### config.mk
export PLATFORM = sky130hd
export DESIGN_NAME = mulsum_acc
export DESIGN_NICKNAME = d
export VERILOG_FILES = /design/src/rtl/mulsum_pkg.sv /design/src/rtl/ms_lane_mul.sv /design/src/rtl/ms_reduce.sv /design/src/rtl/ms_accum.sv /design/src/rtl/mulsum_acc.sv
export SDC_FILE = /design/constraint.sdc
export NUM_CORES = 2
export LEC_CHECK = 0
export ABC_AREA = 1
export BUFFER_PORTS_ARGS = -buffer_cell sky130_fd_sc_hd__buf_2
export CORE_MARGIN = 2
export CORE_UTILIZATION = 45
export CTS_CLUSTER_DIAMETER = 120
export DETAILED_ROUTE_END_ITERATION = 10
export PLACE_DENSITY = 0.59
export SYNTH_ARGS = -nofsm -noshare
export SYNTH_HDL_FRONTEND = slang
export SYNTH_SLANG_ARGS = --single-unit
### constraint.sdc
create_clock -name clk -period 7.17 [get_ports clk]
set_input_delay 1.434 -clock clk [delete_from_list [all_inputs] [get_ports clk]]
set_output_delay 1.434 -clock clk [all_outputs]
set_load 0.05 [all_outputs]
### src/rtl/mulsum_pkg.sv
package mulsum_pkg;

   typedef enum logic {
      MODE_DOT = 1'b0,
      MODE_FIX = 1'b1
   } ms_mode_e;

endpackage

### src/rtl/ms_lane_mul.sv
module ms_lane_mul #(
   parameter int LANE_W = 16
) (
   input  logic                  clk,
   input  logic                  rst_n,
   input  logic                  en,
   input  logic [LANE_W-1:0]     a,
   input  logic [LANE_W-1:0]     b,
   output logic [2*LANE_W-1:0]   prod
);
   localparam int PROD_W = 2 * LANE_W;
   localparam logic signed [PROD_W-1:0] P_HI = PROD_W'(1) <<< (PROD_W - 2);
   localparam logic signed [PROD_W-1:0] P_LO = -P_HI + (PROD_W'(1) <<< (LANE_W - 1));

   if (LANE_W < 2) begin : g_bad_width
      $error("ms_lane_mul: LANE_W must be at least 2");
   end

   always_ff @(posedge clk or negedge rst_n) begin
      if (!rst_n) begin
         prod <= '0;
      end else if (en) begin
         prod <= PROD_W'($signed(a) * $signed(b));
      end
   end


   prod_range_chk: assert property (@(posedge clk) disable iff (!rst_n)
      en |=> ($signed(prod) <= P_HI) && ($signed(prod) >= P_LO));

endmodule

### src/rtl/ms_reduce.sv
module ms_reduce
   import mulsum_pkg::*;
#(
   parameter int LANES  = 4,
   parameter int PROD_W = 32,
   parameter int ACC_W  = 64
) (
   input  logic                     clk,
   input  logic                     rst_n,
   input  logic                     v_in,
   input  ms_mode_e                 mode_in,
   input  logic [ACC_W-1:0]         acc_in,
   input  logic [LANES*PROD_W-1:0]  prod_flat,
   output logic                     v_out,
   output ms_mode_e                 mode_out,
   output logic [ACC_W-1:0]         acc_out,
   output logic [ACC_W-1:0]         sum_out
);
   localparam logic signed [PROD_W-1:0] FIX_MAX = {1'b0, {(PROD_W-1){1'b1}}};
   localparam logic signed [PROD_W-1:0] FIX_MIN = {1'b1, {(PROD_W-1){1'b0}}};
   localparam logic signed [PROD_W-1:0] SQ_MAX  = PROD_W'(1) <<< (PROD_W - 2);
   localparam logic signed [ACC_W-1:0]  TREE_MAX = ACC_W'(LANES) <<< (PROD_W - 2);

   if (ACC_W <= PROD_W) begin : g_bad_acc
      $error("ms_reduce: ACC_W must exceed PROD_W");
   end

   logic signed [ACC_W-1:0]  tree_sum;
   logic signed [PROD_W:0]   dbl;
   logic signed [PROD_W-1:0] fix_val;
   logic                     dbl_ovf;

   // Balanced adder tree, halving the operand count at each level
   always_comb begin
      logic signed [ACC_W-1:0] t [LANES];
      for (int l = 0; l < LANES; l++) begin
         t[l] = ACC_W'($signed(prod_flat[l*PROD_W +: PROD_W]));
      end
      for (int w = LANES / 2; w >= 1; w = w / 2) begin
         for (int i = 0; i < w; i++) begin
            t[i] = t[2*i] + t[2*i+1];
         end
      end
      tree_sum = t[0];
   end

   // Lane-0 product doubled, clamped to the product width
   always_comb begin
      dbl     = {prod_flat[PROD_W-1:0], 1'b0};
      dbl_ovf = dbl[PROD_W] != dbl[PROD_W-1];
      if (dbl_ovf) begin
         fix_val = dbl[PROD_W] ? FIX_MIN : FIX_MAX;
      end else begin
         fix_val = dbl[PROD_W-1:0];
      end
   end

   always_ff @(posedge clk or negedge rst_n) begin
      if (!rst_n) begin
         v_out    <= 1'b0;
         mode_out <= MODE_DOT;
         acc_out  <= '0;
         sum_out  <= '0;
      end else begin
         v_out <= v_in;
         if (v_in) begin
            mode_out <= mode_in;
            acc_out  <= acc_in;
            sum_out  <= (mode_in == MODE_FIX) ? ACC_W'(fix_val) : tree_sum;
         end
      end
   end


   fix_sat_chk: assert property (@(posedge clk) disable iff (!rst_n)
      (v_in && mode_in == MODE_FIX && $signed(prod_flat[PROD_W-1:0]) == SQ_MAX)
      |=> (sum_out == ACC_W'(FIX_MAX)));


   tree_range_chk: assert property (@(posedge clk) disable iff (!rst_n)
      (v_out && mode_out == MODE_DOT)
      |-> ($signed(sum_out) <= TREE_MAX) && ($signed(sum_out) >= -TREE_MAX));

endmodule

### src/rtl/ms_accum.sv
module ms_accum
   import mulsum_pkg::*;
#(
   parameter int ACC_W = 64,
   parameter int FIX_W = 32
) (
   input  logic              clk,
   input  logic              rst_n,
   input  logic              v_in,
   input  ms_mode_e          mode_in,
   input  logic [ACC_W-1:0]  acc_in,
   input  logic [ACC_W-1:0]  sum_in,
   output logic              v_out,
   output logic [ACC_W-1:0]  result
);
   localparam logic signed [FIX_W-1:0] F_MAX = {1'b0, {(FIX_W-1){1'b1}}};
   localparam logic signed [FIX_W-1:0] F_MIN = {1'b1, {(FIX_W-1){1'b0}}};

   if (FIX_W >= ACC_W || FIX_W < 2) begin : g_bad_fix
      $error("ms_accum: FIX_W must be below ACC_W and at least 2");
   end

   ms_mode_e                 mode_q;
   logic [ACC_W-1:0]         dot_res;
   logic signed [FIX_W:0]    fsum;
   logic signed [FIX_W-1:0]  fsat;
   logic [ACC_W-1:0]         fix_res;

   always_comb begin
      dot_res = acc_in + sum_in;
      fsum    = {acc_in[FIX_W-1], acc_in[FIX_W-1:0]} + {sum_in[FIX_W-1], sum_in[FIX_W-1:0]};
      if (fsum[FIX_W] != fsum[FIX_W-1]) begin
         fsat = fsum[FIX_W] ? F_MIN : F_MAX;
      end else begin
         fsat = fsum[FIX_W-1:0];
      end
      fix_res = ACC_W'(fsat);
   end

   always_ff @(posedge clk or negedge rst_n) begin
      if (!rst_n) begin
         v_out  <= 1'b0;
         mode_q <= MODE_DOT;
         result <= '0;
      end else begin
         v_out <= v_in;
         if (v_in) begin
            mode_q <= mode_in;
            result <= (mode_in == MODE_FIX) ? fix_res : dot_res;
         end
      end
   end


   fix_range_chk: assert property (@(posedge clk) disable iff (!rst_n)
      (v_out && mode_q == MODE_FIX)
      |-> ((&result[ACC_W-1:FIX_W-1]) || !(|result[ACC_W-1:FIX_W-1])));


   hold_chk: assert property (@(posedge clk) disable iff (!rst_n)
      !v_in |=> $stable(result));

endmodule

### src/rtl/mulsum_acc.sv
module mulsum_acc
   import mulsum_pkg::*;
#(
   parameter int LANES  = 4,
   parameter int LANE_W = 16,
   parameter int ACC_W  = 64
) (
   input  logic                      clk,
   input  logic                      rst_n,
   input  logic                      in_valid,
   input  logic                      in_mode,
   input  logic [LANES*LANE_W-1:0]   src_a,
   input  logic [LANES*LANE_W-1:0]   src_b,
   input  logic [ACC_W-1:0]          acc_in,
   output logic                      out_valid,
   output logic [ACC_W-1:0]          result
);
   localparam int PROD_W = 2 * LANE_W;
   localparam int GROW_W = $clog2(LANES);

   if (LANES < 1 || (LANES & (LANES - 1)) != 0) begin : g_bad_lanes
      $error("mulsum_acc: LANES must be a power of two");
   end
   if (ACC_W < PROD_W + GROW_W + 1) begin : g_bad_acc
      $error("mulsum_acc: ACC_W too narrow for the lane products");
   end

   ms_mode_e                  mode_in_e;
   logic [LANES-1:0]          lane_en;
   logic [LANES*PROD_W-1:0]   prod_flat;

   logic                      v1;
   ms_mode_e                  mode1;
   logic [ACC_W-1:0]          acc1;

   logic                      v2;
   ms_mode_e                  mode2;
   logic [ACC_W-1:0]          acc2;
   logic [ACC_W-1:0]          sum2;

   assign mode_in_e = ms_mode_e'(in_mode);

   // Stage 1: per-lane multipliers; fixed mode only clocks lane 0
   for (genvar l = 0; l < LANES; l++) begin : g_lane
      if (l == 0) begin : g_first
         assign lane_en[l] = in_valid;
      end else begin : g_rest
         assign lane_en[l] = in_valid && (mode_in_e == MODE_DOT);
      end

      ms_lane_mul #(.LANE_W(LANE_W)) u_mul (
         .clk  (clk),
         .rst_n(rst_n),
         .en   (lane_en[l]),
         .a    (src_a[l*LANE_W +: LANE_W]),
         .b    (src_b[l*LANE_W +: LANE_W]),
         .prod (prod_flat[l*PROD_W +: PROD_W])
      );
   end

   always_ff @(posedge clk or negedge rst_n) begin
      if (!rst_n) begin
         v1    <= 1'b0;
         mode1 <= MODE_DOT;
         acc1  <= '0;
      end else begin
         v1 <= in_valid;
         if (in_valid) begin
            mode1 <= mode_in_e;
            acc1  <= acc_in;
         end
      end
   end

   // Stage 2: reduction tree or fixed-point scaling
   ms_reduce #(.LANES(LANES), .PROD_W(PROD_W), .ACC_W(ACC_W)) u_reduce (
      .clk      (clk),
      .rst_n    (rst_n),
      .v_in     (v1),
      .mode_in  (mode1),
      .acc_in   (acc1),
      .prod_flat(prod_flat),
      .v_out    (v2),
      .mode_out (mode2),
      .acc_out  (acc2),
      .sum_out  (sum2)
   );

   // Stage 3: accumulate
   ms_accum #(.ACC_W(ACC_W), .FIX_W(PROD_W)) u_accum (
      .clk    (clk),
      .rst_n  (rst_n),
      .v_in   (v2),
      .mode_in(mode2),
      .acc_in (acc2),
      .sum_in (sum2),
      .v_out  (out_valid),
      .result (result)
   );


   latency_chk: assert property (@(posedge clk) disable iff (!rst_n)
      in_valid |-> ##3 out_valid);


   bubble_chk: assert property (@(posedge clk) disable iff (!rst_n)
      !in_valid |-> ##3 !out_valid);

endmodule

# Word-level counts from Yosys, hierarchy flattened
# Cells that the tools add are included.
totals:
  reg_bits: 389
  inputBits: 196
  out_inout_bits: 65
  wordCells: 32
classes:
  n_addsub: 5
  mul: 4
  eq_ne: 2
  muxes: 6
  bitwise_logic: 1
  reduce_logical: 1
ops:
  columns: ["op", "count"]
  rows:
  - ["adder 64 bit", 2]
  - ["multiplier 16 x 16 -> 32 bit", 4]
  - ["2-to-1 mux 32 bit", 4]
  - ["2-to-1 mux 64 bit", 2]
  - ["adder 32 x 32 -> 33 bit", 3]
  - ["!= test 1 bit", 2]
  - ["logical AND 1 bit", 1]
  - ["NOT 1 bit", 1]

# Longest topological paths before layout
logic_depth:
  word_depth: 4
  ltp_mapped: 28
  depth_no_buf: 26

# Modules after synthesis
# Synthesis repeated with hierarchy kept, for this count alone.
unflattened:
  hier_cells: 9535
  hier_area_um2: 68016.5
modules_own_cells:
  columns: ["module", "instances", "cells_per_inst", "area_per_inst_um2", "seq_area_each_um2"]
  rows:
  - ["ms_lane_mul at g_lane[0].u_mul", 1, 1643, 12162.9, 800.8]
  - ["ms_lane_mul at g_lane[1].u_mul", 1, 1589, 12016.5, 800.8]
  - ["ms_lane_mul at g_lane[3].u_mul", 1, 1583, 11994.0, 800.8]
  - ["ms_lane_mul at g_lane[2].u_mul", 1, 1594, 11976.5, 800.8]
  - ["ms_reduce", 1, 1291, 8873.5, 2502.4]
  - ["ms_accum", 1, 1558, 8490.6, 1626.6]
  - ["mulsum_acc", 1, 277, 2502.4, 1651.6]

# Least setup slack after synthesis
# OpenSTA, ideal clock, no wires.
synth_path:
  path_kind: "input port to flip-flop"
  startpoint: "input port src_b[22]"
  endpoint: "register g_lane[1].u_mul.prod[28]"
  setup_time_ps: 118
  t_arrival_ps: 6732
  required_ps: 7052
  path_slack_ps: 320
  path_stages: 24
  n_path_buf: 2
  path_cell_list: "clkbuf_1 clkbuf_1 nand2_1 fa_1 inv_1 fa_1 inv_1 fa_1 fa_1 inv_1 fa_1 inv_1 fa_1 inv_1 ha_1 a21oi_1 o21ai_0 nand2_1 o211ai_1 nor2_1 nand2_1 or2_2 nand3_1 nand2_1"
synth_between:
  elab_chain_len: 1
synth_lines:
  columns: ["element", "line", "rtl"]
  rows:
  - ["start, declared", "mulsum_acc.sv:13", "input logic [LANES*LANE_W-1:0] src_b,"]
  - ["multiplier 16 x 16 -> 32 bit", "ms_lane_mul.sv:23", "prod <= PROD_W'($signed(a) * $signed(b));"]
  - ["end signal, assigned", "ms_lane_mul.sv:23", null]
  - ["end, declared", "ms_lane_mul.sv:9", "output logic [2*LANE_W-1:0] prod"]
# No other way between the ends.
# A chain may end at the register's enable or synchronous reset.

# Worst setup path in the final report
layout_path:
  startpoint: "input port src_a[47]"
  endpoint: "register g_lane[2].u_mul.prod[20]"
layout_between:
  elab_chain_len: 1
layout_lines:
  columns: ["element", "line", "rtl"]
  rows:
  - ["start, declared", "mulsum_acc.sv:12", "input logic [LANES*LANE_W-1:0] src_a,"]
  - ["multiplier 16 x 16 -> 32 bit", "ms_lane_mul.sv:23", null]
  - ["end signal, assigned", "ms_lane_mul.sv:23", null]
  - ["end, declared", "ms_lane_mul.sv:9", null]
# No other way between the ends.

==> flow_summary_export.csv <==
group,metric,value,unit
status,status,"completed",
synthesis,seq_area_frac_synth,14.2,%
final_layout,drive_above_1_share,6.34,%
synthesis,yosysUniqueCellTypes,50,
synthesis,ys.flop_type,"dfrtp_1",
worst_setup_path,cp_max_fo,7,
routing,dr_total_vias,58100,
routing,post_drt_via_cell_ratio,5.05,
global_route,grt_pass1_vias,61400,
final_layout,fillers,15600,
placement,placed_area,71800,um2
clock_network,clockBufferDepth,3,
synthesis,syn_area,68700,um2
clock_network,cts_buffers,47,
global_route,grt.total_usage,26.9,%
synthesis,syn_area_per_cell,7.30,um2
synthesis,synth_top_area_share,30.7,%
sta,post-route-min-period,6660,ps
routing,first_iter_violations,3732,
sta,finalClockSkew,56.2,ps
clock_network,cts_sinks,389,
worst_setup_path,critPathArrivalTime,7170,ps
synthesis,synth_area_leaders,"fa_1 (31%), nand2_1 (14%), dfrtp_1 (14%)",
global_route,antenna_found_initial,3,
synthesis,yosysWarnings,0,
synthesis,ys_async_sr_fraction,100,%
sta,slew_headroom,29.0,%
sta,hold_viol_final,0,
synthesis,synth_cells,9401,
floorplan,die-area,156000,um2
floorplan,fp.dieH,395,um
synthesis,synth-edff-count,0,
global_route,grt_max_degree,136,
worst_setup_path,critPathCaptureType,"register",
routing,ant_nets,0,
worst_hold_path,holdCritPathClass,"register to register",
clock_network,cts_root_buf,"clkbuf_16",
clock_network,cts_setup_buffers,0,
worst_setup_path,cp-start-kind,"input pin",
clock_network,h-tree-depth,2,
floorplan,ios,261,
routing,wl_per_cell,17.9,um
synthesis,synth_commonest_cells,"nand2_1 (2,614), inv_1 (2,303), fa_1 (1,052)",
synthesis,yosysTopAreaCell,"fa_1",
sta,setup_viol,0,
final_layout,finalNetCount,11200,
clock_network,cts_tree,"built",
sta,rsz0062_at_grt,"false",
placement,gp_congestion,0.971,
clock_network,post_cts_resize_count,0,
global_route,gr-total-overflow,0,
floorplan,fp-row-count,143,
worst_setup_path,crit_type,"input pin to register",
routing,routed_wl,206000,um
synthesis,syn-num-nets,11100,
run,cap_violations,0,
sta,tightest_slew,1070,ps
sta,fmax,150,MHz
synthesis,synth-seq-cells,389,
global_route,grt_pass1_wl,333000,um
worst_setup_path,required,7680,ps
floorplan,start_util,45.3,%
floorplan,core_area,152000,um2
clock_network,path_clk_slew,60,ps
final_layout,fin_area,73400,um2
floorplan,die_x,395,um
routing,drc,0,
clock_network,clk_latency,630,ps
routing,first_pass_iters,6,
synthesis,post-synth-top-count-cell,"nand2_1",
final_layout,synthToLayoutAreaGrowth,6.88,%
placement,io_buffers,260,
placement,hpwl,174000,um
sta,slew_violations,0,
sta,post-route-period-util,93.0,%
clock_network,cts-hold-fix-buffers,0,
-- flip-flops by register name (all words and copies together) (netlist names) --
| register | cells |
|---|---|
| acc1 | 64 |
| g_lane.u_mul.prod | 128 |
| mode1 | 1 |
| u_accum.result | 64 |
| u_accum.v_out | 1 |
| u_reduce.acc_out | 64 |
| u_reduce.mode_out | 1 |
| u_reduce.sum_out | 64 |
| u_reduce.v_out | 1 |
| v1 | 1 |
-- final timing paths --
path                                                           from                                    to  slack [ps]  cells past startpoint
worst max-delay path                                      src_a[47]  g_lane[2].u_mul.prod[20]$_DFFE_PN0P_         510                     20
worst min-delay path                            acc1[1]$_DFFE_PN0P_                   acc1[1]$_DFFE_PN0P_         470                      2
worst max register to register  g_lane[0].u_mul.prod[0]$_DFFE_PN0P_      u_reduce.sum_out[41]$_DFFE_PN0P_        2490                     21
worst min register to register                  acc1[1]$_DFFE_PN0P_                   acc1[1]$_DFFE_PN0P_         470                      2
max in group asynchronous                                     rst_n  g_lane[1].u_mul.prod[25]$_DFFE_PN0P_        5130                      2
min in group asynchronous                                     rst_n         u_accum.result[8]$_DFFE_PN0P_         790                      1
-- worst max-delay path, cell delays in order --
cell	delay, ps
buf_2	160
nand2_1	120
inv_1	100
fa_1	770
fa_1	510
fa_1	490
fa_1	500
fa_1	490
inv_1	50
fa_1	470
inv_1	40
ha_1	370
a21oi_1	300
o21ai_0	200
o21bai_1	300
a21oi_1	170
o21ai_0	180
or2_2	320
nand3_1	100
nand2_1	70
-- metal layers --
metal  share of wire [%]  global-route usage, %
met1                  44                   36.1
met2                  49                   46.9
met3                 4.4                   2.18
met4                 2.8                   7.09
met5              0.0063                      0
-- per-stage QoR --
step	util, %	std cells	TNS [ps]	worst slack [ps]	hold WS (ps)
3_3_place_gp	47.4	11400	-118	-81.2	459
5_1_grt	48.4	11500	0	200	490
6_report	48.4	11500	0	505	474
4_1_cts	48.4	11500	0	581	478
3_5_place_dp	47.4	11400	-117	-63.1	464
2_1_floorplan	-	9401	0	320	349
-- cells in the final DEF (no fill, tap or decap), types with 86 or more instances in the layout --
cell	Yosys	final
a21oi_1	379	379
fa_1	1052	1052
nor2_1	494	492
nand2_1	2614	2614
o21ai_0	338	338
nand3_1	371	371
ha_1	493	493
buf_2	10	258
xor2_1	86	86
inv_1	2303	2302
dfrtp_1	389	387
-- logic make-up after synthesis --
family	count (synthesis)	share of synthesized area (%)
xor gates and xnor gates	155	1.98
adders and majority gates	1545	39.7
AOI/OAI and AO/OA	845	6.55
buffers and inverters	2654	14.6
DFF	389	14.2
and+or+nand+nor	3813	23.0
-- area by class of cell --
type / count / area [um2] / area share, %
tap: 2030 / 2540 / 3.46
clock inverter: 16 / 188 / 0.256
sequential: 389 / 9740 / 13.3
multi-input combinational: 6358 / 48900 / 66.6
antenna: 2 / 5.00 / 0.00682
inverter: 2317 / 8700 / 11.9
clock buffer: 62 / 1340 / 1.83
timing repair buffer: 346 / 1980 / 2.70
Power is not shown: default switching activity piles up to over one toggle a cycle in this logic, so the estimate is an artifact.
